### src/rtl/adcps_pkg.sv
package adcps_pkg;
  localparam int NPTS     = 4;
  localparam int PT_W     = $clog2(NPTS);
  localparam int IDX_W    = PT_W + 1;
  localparam int DW       = 32;
  localparam int AW       = 32;
  localparam int RES_W    = 12;
  localparam int CW       = 16;
  localparam int PRE_W    = CW + 8;
  localparam int NWR      = 4;
  localparam int REG_AW   = 5;
  localparam int NREG     = 20 + NPTS;
  localparam int RES_BASE = NREG;

  // configuration word indices
  localparam int W_MASK = 0,  W_UNIT = 1,  W_SENSE = 2, W_GAP = 3,  W_LIMIT = 4;
  localparam int W_WCTL = 5,  W_SELA = 6,  W_MUXA = 7,  W_MUXV = 8, W_XAA = 9;
  localparam int W_XAV  = 10, W_XBA = 11,  W_XBV = 12,  W_ENA = 13, W_ENV = 14;
  localparam int W_VLDA = 15, W_VOLA = 16, W_SPLIT = 17, W_VSEL = 18, W_SHIFT = 19;
  localparam int W_SELV = 20;

  typedef struct packed {
    logic [NPTS-1:0]          pt_mask;
    logic [CW-1:0]            unit;
    logic [CW-1:0]            sense;
    logic [CW-1:0]            gap;
    logic [CW-1:0]            limit;
    logic [NWR-1:0]           wctl;
    logic [AW-1:0]            sel_addr;
    logic [AW-1:0]            mux_addr;
    logic [DW-1:0]            mux_val;
    logic [AW-1:0]            xa_addr;
    logic [DW-1:0]            xa_val;
    logic [AW-1:0]            xb_addr;
    logic [DW-1:0]            xb_val;
    logic [AW-1:0]            en_addr;
    logic [DW-1:0]            en_val;
    logic [AW-1:0]            vld_addr;
    logic [AW-1:0]            volt_addr;
    logic                     split;
    logic [5:0]               vsel;
    logic [4:0]               shift;
    logic [NPTS-1:0][DW-1:0]  sel_val;
  } cfg_t;

  typedef enum logic [3:0] {
    S_IDLE, S_NEXT, S_SEL, S_MUX, S_XA, S_XB, S_EN, S_POLL, S_GAP, S_VOLT
  } seq_st_t;
endpackage

### src/rtl/adcps_regs.sv
module adcps_regs
  import adcps_pkg::*;
(
  input  logic              clk,
  input  logic              rst_n,
  input  logic              cfg_we,
  input  logic [REG_AW-1:0] cfg_addr,
  input  logic [DW-1:0]     cfg_wdata,
  output logic [DW-1:0]     cfg_rdata,
  input  logic              res_we,
  input  logic [PT_W-1:0]   res_idx,
  input  logic [RES_W-1:0]  res_val,
  output cfg_t              cfg
);
  logic [DW-1:0]    mem_q [NREG];
  logic [RES_W-1:0] res_q [NPTS];
  logic             wr_en;
  logic [REG_AW-1:0] roff;

  assign wr_en = cfg_we && (cfg_addr < REG_AW'(NREG));
  assign roff  = cfg_addr - REG_AW'(RES_BASE);

  always_ff @(posedge clk or negedge rst_n) begin
    if (!rst_n) begin
      for (int i = 0; i < NREG; i++) mem_q[i] <= '0;
    end else if (wr_en) begin
      mem_q[cfg_addr] <= cfg_wdata;
    end
  end

  for (genvar g = 0; g < NPTS; g++) begin : g_res
    logic res_en;
    assign res_en = res_we && (res_idx == PT_W'(g));
    always_ff @(posedge clk or negedge rst_n) begin
      if (!rst_n)      res_q[g] <= '0;
      else if (res_en) res_q[g] <= res_val;
    end
  end

  always_comb begin
    cfg_rdata = '0;
    if (cfg_addr < REG_AW'(NREG))
      cfg_rdata = mem_q[cfg_addr];
    else if (cfg_addr < REG_AW'(RES_BASE + NPTS))
      cfg_rdata = DW'(res_q[roff[PT_W-1:0]]);
  end

  always_comb begin
    cfg.pt_mask   = mem_q[W_MASK][NPTS-1:0];
    cfg.unit      = mem_q[W_UNIT][CW-1:0];
    cfg.sense     = mem_q[W_SENSE][CW-1:0];
    cfg.gap       = mem_q[W_GAP][CW-1:0];
    cfg.limit     = mem_q[W_LIMIT][CW-1:0];
    cfg.wctl      = mem_q[W_WCTL][NWR-1:0];
    cfg.sel_addr  = mem_q[W_SELA];
    cfg.mux_addr  = mem_q[W_MUXA];
    cfg.mux_val   = mem_q[W_MUXV];
    cfg.xa_addr   = mem_q[W_XAA];
    cfg.xa_val    = mem_q[W_XAV];
    cfg.xb_addr   = mem_q[W_XBA];
    cfg.xb_val    = mem_q[W_XBV];
    cfg.en_addr   = mem_q[W_ENA];
    cfg.en_val    = mem_q[W_ENV];
    cfg.vld_addr  = mem_q[W_VLDA];
    cfg.volt_addr = mem_q[W_VOLA];
    cfg.split     = |mem_q[W_SPLIT];
    cfg.vsel      = mem_q[W_VSEL][5:0];
    cfg.shift     = mem_q[W_SHIFT][4:0];
    for (int i = 0; i < NPTS; i++) cfg.sel_val[i] = mem_q[W_SELV + i];
  end
endmodule

### src/rtl/adcps_pacer.sv
module adcps_pacer
  import adcps_pkg::*;
(
  input  logic          clk,
  input  logic          rst_n,
  input  logic [CW-1:0] unit,
  input  logic [CW-1:0] sense,
  output logic          round_go
);
  logic [PRE_W-1:0] pre_q, pre_d;
  logic [CW-1:0]    ucnt_q, ucnt_d;
  logic [PRE_W-1:0] pre_lim;
  logic             run, tick;

  assign pre_lim  = {unit, 8'h00} - PRE_W'(1);
  assign run      = (unit != '0) && (sense != '0);
  assign tick     = run && (pre_q == pre_lim);
  assign round_go = tick && (ucnt_q == sense - CW'(1));

  always_comb begin
    pre_d  = pre_q;
    ucnt_d = ucnt_q;
    if (!run) begin
      pre_d  = '0;
      ucnt_d = '0;
    end else if (tick) begin
      pre_d  = '0;
      ucnt_d = round_go ? '0 : ucnt_q + CW'(1);
    end else begin
      pre_d  = pre_q + PRE_W'(1);
    end
  end

  always_ff @(posedge clk or negedge rst_n) begin
    if (!rst_n) begin
      pre_q  <= '0;
      ucnt_q <= '0;
    end else begin
      pre_q  <= pre_d;
      ucnt_q <= ucnt_d;
    end
  end
endmodule

### src/rtl/adcps_seq.sv
module adcps_seq
  import adcps_pkg::*;
(
  input  logic             clk,
  input  logic             rst_n,
  input  cfg_t             cfg,
  input  logic             round_go,
  output logic             m_req,
  output logic             m_we,
  output logic [AW-1:0]    m_addr,
  output logic [DW-1:0]    m_wdata,
  input  logic             m_ack,
  input  logic [DW-1:0]    m_rdata,
  output logic             res_we,
  output logic [PT_W-1:0]  res_idx,
  output logic [RES_W-1:0] res_val,
  output logic             timeout_evt
);
  seq_st_t          st_q, st_d;
  logic [IDX_W-1:0] idx_q, idx_d;
  logic [CW-1:0]    fail_q, fail_d, gap_q, gap_d;
  logic             tmo_q, tmo_d;
  logic             flag, ok;
  logic [DW-1:0]    word_sh;
  logic [PT_W-1:0]  pt;

  function automatic seq_st_t pick_wr(input logic [NWR-1:0] rem);
    if (rem[0])      return S_SEL;
    else if (rem[1]) return S_MUX;
    else if (rem[2]) return S_XA;
    else if (rem[3]) return S_XB;
    else             return S_EN;
  endfunction

  assign pt          = idx_q[PT_W-1:0];
  assign flag        = m_rdata[cfg.vsel[4:0]];
  assign ok          = cfg.vsel[5] ? flag : !flag;
  assign word_sh     = m_rdata >> cfg.shift;
  assign res_val     = word_sh[RES_W-1:0];
  assign res_idx     = pt;
  assign timeout_evt = tmo_q;

  always_comb begin
    st_d   = st_q;
    idx_d  = idx_q;
    fail_d = fail_q;
    gap_d  = gap_q;
    tmo_d  = 1'b0;
    res_we = 1'b0;
    case (st_q)
      S_IDLE: if (round_go) begin idx_d = '0; st_d = S_NEXT; end
      S_NEXT: begin
        if (idx_q == IDX_W'(NPTS)) st_d = S_IDLE;
        else if (cfg.pt_mask[pt]) begin
          st_d   = pick_wr(cfg.wctl);
          fail_d = '0;
        end else idx_d = idx_q + IDX_W'(1);
      end
      S_SEL: if (m_ack) st_d = pick_wr(cfg.wctl & 4'b1110);
      S_MUX: if (m_ack) st_d = pick_wr(cfg.wctl & 4'b1100);
      S_XA:  if (m_ack) st_d = pick_wr(cfg.wctl & 4'b1000);
      S_XB:  if (m_ack) st_d = S_EN;
      S_EN:  if (m_ack) st_d = S_POLL;
      S_POLL: if (m_ack) begin
        if (ok) begin
          if (cfg.split) st_d = S_VOLT;
          else begin
            res_we = 1'b1;
            idx_d  = idx_q + IDX_W'(1);
            st_d   = S_NEXT;
          end
        end else if (fail_q == cfg.limit) begin
          tmo_d = 1'b1;
          idx_d = idx_q + IDX_W'(1);
          st_d  = S_NEXT;
        end else begin
          fail_d = fail_q + CW'(1);
          gap_d  = '0;
          st_d   = S_GAP;
        end
      end
      S_GAP: begin
        if (gap_q == cfg.gap) st_d = S_POLL;
        else                  gap_d = gap_q + CW'(1);
      end
      S_VOLT: if (m_ack) begin
        res_we = 1'b1;
        idx_d  = idx_q + IDX_W'(1);
        st_d   = S_NEXT;
      end
      default: st_d = S_IDLE;
    endcase
  end

  always_comb begin
    m_req   = 1'b1;
    m_we    = 1'b1;
    m_addr  = '0;
    m_wdata = '0;
    case (st_q)
      S_SEL:  begin m_addr = cfg.sel_addr; m_wdata = cfg.sel_val[pt]; end
      S_MUX:  begin m_addr = cfg.mux_addr; m_wdata = cfg.mux_val;     end
      S_XA:   begin m_addr = cfg.xa_addr;  m_wdata = cfg.xa_val;      end
      S_XB:   begin m_addr = cfg.xb_addr;  m_wdata = cfg.xb_val;      end
      S_EN:   begin m_addr = cfg.en_addr;  m_wdata = cfg.en_val;      end
      S_POLL: begin m_we = 1'b0; m_addr = cfg.vld_addr;  end
      S_VOLT: begin m_we = 1'b0; m_addr = cfg.volt_addr; end
      default: begin m_req = 1'b0; m_we = 1'b0; end
    endcase
  end

  always_ff @(posedge clk or negedge rst_n) begin
    if (!rst_n) begin
      st_q   <= S_IDLE;
      idx_q  <= '0;
      fail_q <= '0;
      gap_q  <= '0;
      tmo_q  <= 1'b0;
    end else begin
      st_q   <= st_d;
      idx_q  <= idx_d;
      fail_q <= fail_d;
      gap_q  <= gap_d;
      tmo_q  <= tmo_d;
    end
  end
endmodule

### src/rtl/adc_poll_seq.sv
module adc_poll_seq
  import adcps_pkg::*;
(
  input  logic              clk,
  input  logic              rst_n,
  input  logic              cfg_we,
  input  logic [REG_AW-1:0] cfg_addr,
  input  logic [DW-1:0]     cfg_wdata,
  output logic [DW-1:0]     cfg_rdata,
  output logic              m_req,
  output logic              m_we,
  output logic [AW-1:0]     m_addr,
  output logic [DW-1:0]     m_wdata,
  input  logic              m_ack,
  input  logic [DW-1:0]     m_rdata,
  output logic              timeout_evt
);
  logic [1:0]       rst_sync_q;
  logic             rst_s_n;
  cfg_t             cfg_s;
  logic             round_go;
  logic             res_we;
  logic [PT_W-1:0]  res_idx;
  logic [RES_W-1:0] res_val;

  // reset asserts at once, releases two edges later
  always_ff @(posedge clk or negedge rst_n) begin
    if (!rst_n) rst_sync_q <= 2'b00;
    else        rst_sync_q <= {rst_sync_q[0], 1'b1};
  end
  assign rst_s_n = rst_sync_q[1];

  adcps_regs u_regs (
    .clk(clk), .rst_n(rst_s_n), .cfg_we(cfg_we), .cfg_addr(cfg_addr),
    .cfg_wdata(cfg_wdata), .cfg_rdata(cfg_rdata), .res_we(res_we),
    .res_idx(res_idx), .res_val(res_val), .cfg(cfg_s)
  );

  adcps_pacer u_pacer (
    .clk(clk), .rst_n(rst_s_n), .unit(cfg_s.unit), .sense(cfg_s.sense),
    .round_go(round_go)
  );

  adcps_seq u_seq (
    .clk(clk), .rst_n(rst_s_n), .cfg(cfg_s), .round_go(round_go),
    .m_req(m_req), .m_we(m_we), .m_addr(m_addr), .m_wdata(m_wdata),
    .m_ack(m_ack), .m_rdata(m_rdata), .res_we(res_we), .res_idx(res_idx),
    .res_val(res_val), .timeout_evt(timeout_evt)
  );
endmodule

### config.mk
export PLATFORM = sky130hd
export DESIGN_NAME = adc_poll_seq
export DESIGN_NICKNAME = d
export VERILOG_FILES = /design/src/rtl/adcps_pkg.sv /design/src/rtl/adcps_regs.sv /design/src/rtl/adcps_pacer.sv /design/src/rtl/adcps_seq.sv /design/src/rtl/adc_poll_seq.sv
export SDC_FILE = /design/constraint.sdc
export NUM_CORES = 2
export LEC_CHECK = 0
export BUFFER_PORTS_ARGS = -buffer_cell sky130_fd_sc_hd__clkbuf_2
export CAP_MARGIN = 5
export CORE_MARGIN = 2
export CORE_UTILIZATION = 45
export CTS_CLUSTER_SIZE = 16
export DETAILED_ROUTE_END_ITERATION = 8
export RECOVER_POWER = 25
export SYNTH_ARGS = -nofsm -noshare
export SYNTH_HDL_FRONTEND = slang
export SYNTH_SLANG_ARGS = --single-unit
### constraint.sdc
create_clock -name clk -period 52.5 [get_ports clk]
set_input_delay 5.25 -clock clk [delete_from_list [all_inputs] [get_ports clk]]
set_output_delay 5.25 -clock clk [all_outputs]
set_load 0.02 [all_outputs]
==> metrics.md <==
| Metric | Value |
|---|---|
| Status | finished with violations |
| Violations in the final reports | DRC, capacitance limit, slew limit |
| Routed wirelength normalized by instance count | 29.6 um |
| Cell type of the slowest stage on the worst timing path | sky130_fd_sc_hd__buf_4 |
| Distinct cell type count of the synthesized netlist | 80 |
| Power density over cell area | 37.7 mW/mm2 |
| Detailed-route via count | 32.2k |
| CTS hold repair buffers | 0 |
| Largest voltage drop on the vdd net | 0.0295 mV |
| Via count of the first global-routing pass | 31.9k |
| Top flip-flop cell by instance count after synthesis | sky130_fd_sc_hd__dfrtp_1 |
| Tightest Pin Transition | 9160 ps |
| Leak | 23.2 nW |
| RSZ-0062 raised after global routing | no |
| Kind of cell adding the most delay to the critical path | buffers and inverters |
| Syn Nets | 3616 |
| Number of routed nets with antenna violations | 0 |
| Min-delay src | rst_sync_q[0]$_DFF_PN0_ |
| Yosys top cell by area | sky130_fd_sc_hd__dfrtp_1 |
| Kind of launch point of the worst setup path | input pin |
| Final wirelength | 149000 um |
| Wire length of the first global-routing pass | 221000 um |
| Portion of the post-synthesis area used by sequential elements | 47.9% |
| Cell type with the highest occurrence count on the critical path | sky130_fd_sc_hd__buf_4 |
| Worst setup path category | in -> out |
| Initial cell density of the core | 45.3% |
| Sum of buffers and inverters on the critical path | 4 |
| Clock buffer count from CTS | 100 |
| Resize count post-CTS | 0 |
| Total of flip-flops plus latches after synthesis | ~900 |
| Total Negative Setup Slacks | 0 ps |
| Number of I/O pins | between 150 and 200 |
| Std cell rows | roughly 120 |
| Area grow syn2layout | 11.6% |
| Headroom to the max-slew limit | -511% |
| H-tree lvl count | 3 |
| Total DRC errors in the routed layout | 15 |
| Setup slack of the most critical reg-to-reg path | 38290 ps |
| Portion of total power attributed to combinational logic | between 10% and 20% |
| Maximum number of pins on one net before global-route repair | 173 |
| Final design instance area without fill | 0.0524 mm2 |
| Number of cell instances on the worst register-to-register path | 2 |
| Hold_ws | about 350 ps |
| Launch point of the worst reg-to-reg path | rst_sync_q[1]$_DFF_PN0_ |
| Delay of the slowest cell on the worst path | about 800 ps |
| Total grt overflow | 0 |
| Sequential power share | 45.6% |
| Post-synthesis cell count | 3532 |
| TritonCTS clock tree | built |
| Clock-pin slew of the registers on the worst-case setup and hold paths | 50 ps |
| Tightest Hold Check Type | reg -> reg |
| Max-capacitance violation count | 7 |
| Drt first-iter violations | 3422 |
| Buffers from clock root to sink, at most | 3 |
| Proportion of total power due to net switching | about 28% |
| Die footprint | 0.107 mm2 |
| Via/cell ratio | 6.40 |
| Post-synth EDFFs | 0 |
| Sinks on the clock net | 898 |
| Biggest fanout along the worst timing path | 43 |
| Cell count of the worst hold path | 0 |
| Capture point of the worst reg-to-reg path | u_seq.idx_q[0]$_DFFE_PN0P_ |
| Number of cells after detailed placement | 4837 |
| Final net count | 3643 |
| Proportion of layout cells with a drive suffix above 1 | 42.4% |
| Crit path capture type | output port |
| Number of warnings printed during yosys synthesis | 0 |
| Latest clock arrival within the worst-skew pair | 690 ps |
| Number of antenna violations at the first check in global routing | 7 |
| Slew Limit Fails | between 500 and 600 |
| Max Fclk | 69.7 MHz |
| Proportion of synthesized flip-flops having asynchronous set or reset | 100% |
| Overall die width | 327 um |
| Pint | 1.43 mW |
| Worst path arrival time | 9090 ps |
| Share of the clock period used by the worst path | 27.3% |
| Capture endpoint of the worst hold path | rst_sync_q[1]$_DFF_PN0_ |
| Synth Cell Area | approximately 0.047 mm2 |
| Number of buffers inserted to repair setup after CTS | 0 |
| Top cells by area in the synthesized netlist | sky130_fd_sc_hd__dfrtp_1, sky130_fd_sc_hd__mux2_2, sky130_fd_sc_hd__mux4_2 |
| Critical path data required time | 47250 ps |
| Area of placed instances | 0.0489 mm2 |
| Area share of the largest cell type after synthesis | 47.9% |
| Series of cell instances along the critical path | buf_8 -> buf_4 -> buf_4 -> mux4_2 -> mux2i_1 -> nor2_1 -> a211oi_1 -> a21oi_1 -> a221o_1 -> clkbuf_2 |
| Floorplan Core Area | slightly above 0.1 mm2 |
| Number of setup violations in the final report | 0 |
| Port Buffer Count | 171 |
| Die span in y | between 300 and 400 um |
| NetSw | 0.546 mW |
| Cell chosen for the clock root | sky130_fd_sc_hd__clkbuf_16 |
| Number of standard cells in the layout, taps in and fillers out | 5024 |
| Share of the core filled with cells in the final layout | 50.6% |
| Detailed-placement wirelength estimate | 92100 um |
| Hold Fails Final Rpt | 0 |
| GPL Wtd Cong | 0.857 |
| Total track usage | between 20% and 30% |
| Setup clock skew after layout | about 31 ps |
| Crit path time final | 14340 ps |
| Fraction of power consumed by the clock network | a little under two fifths |
| 1st-pass router iterations | 9 |
| Average cell area after synthesis | 13.3 um2 |
[cell usage after synthesis (all sizes together), types with 22 or more instances]
library cell  number
nand2            107
buf              120
inv               30
a22oi            133
nor3              22
nand2b            27
o21ai            102
nor2             143
nor4              25
a222oi            32
mux2             843
xor2              65
mux2i            110
a21oi             76
xnor2             34
mux4             256
nand3             83
and3              33
clkbuf           192
dfrtp            898
[state kept, by name (all words and copies together) (netlist names)]
register / cells
u_regs.cfg: 563
u_regs.mem_q: 205
u_regs.res_q: 48
u_pacer.pre_q: 24
u_pacer.ucnt_q: 16
u_seq.fail_q: 16
u_seq.gap_q: 16
u_seq.st_q: 4
u_seq.idx_q: 3
rst_sync_q: 2
u_seq.timeout_evt: 1
[cell usage in the layout (no fill, tap or decap), drive strengths merged, types with 65 or more instances in the layout]
master  netlist  layout
o21ai       102     102
clkbuf      192     321
xor2         65      65
nor2        143     143
a21oi        76      76
dfrtp       898     898
mux2        843     843
nand3        83      83
mux4        256     256
mux2i       110     110
nand2       107     107
a22oi       133     133
[worst register-to-register path, stage by stage (launching register included)]
cell	delay [ps]
sky130_fd_sc_hd__dfrtp_1	1770
sky130_fd_sc_hd__clkbuf_1	2120
sky130_fd_sc_hd__clkbuf_1	6520
[layout make-up]
cell class                      count  area [um2]
Timing Repair Buffer              237        1360
Clock buffer                      146        2990
Clock inverter                     40         528
Tap cell                         1380        1730
Antenna cell                        1        2.50
Sequential cell                   898       22500
Multi-Input combinational cell   2291       23200
Fill cell                        8992       51100
Inverter                           31         116
[cells by family after synthesis]
logic type | synth area share [%]
AOI/OAI and AO/OA | 6.51
xor gates and xnor gates | 1.85
and+or+nand+nor | 5.60
adders and majority gates | 0.293
muxes | 34.9
buffers and inverters | 3.00
other | 0.00799
DFF | 47.9
[power by group through the flow]
stage | clock [mW] | combinational [mW] | sequential (mW)
finish | 0.748 | 0.324 | 0.901
global route | 0.787 | 0.351 | 0.912
global placement | 0 | 0.318 | 0.907
detailed placement | 0 | 0.324 | 0.909
CTS | 0.760 | 0.325 | 0.897
floorplan | 0 | 0.254 | 0.873
[through the flow]
step,total power [mW],worst slack [ps]
after floorplan,1.13,25620
after global placement,1.22,38120
after detailed placement,1.23,38100
after CTS,1.98,38090
after global routing,2.05,35720
final,1.97,38160
[routing by layer]
metal	share of wire (%)	global-route usage, %
met1	44	40.8
met2	45	42.3
met3	7.8	4.92
met4	3.2	8.40
met5	0.082	0.488
[worst max path at each step]
stage	from	end	depth (start not counted)
after global placement	cfg_addr[0]	cfg_rdata[8]	10
after detailed placement	cfg_addr[0]	cfg_rdata[8]	10
after CTS	cfg_addr[0]	cfg_rdata[8]	10
after global routing	rst_sync_q[1]$_DFF_PN0_	u_seq.idx_q[0]$_DFFE_PN0P_	2
after floorplan	rst_sync_q[1]$_DFF_PN0_	u_pacer.pre_q[0]$_DFF_PN0_	0
final	cfg_addr[0]	cfg_rdata[8]	10
Power figures use the tool's default switching activity.
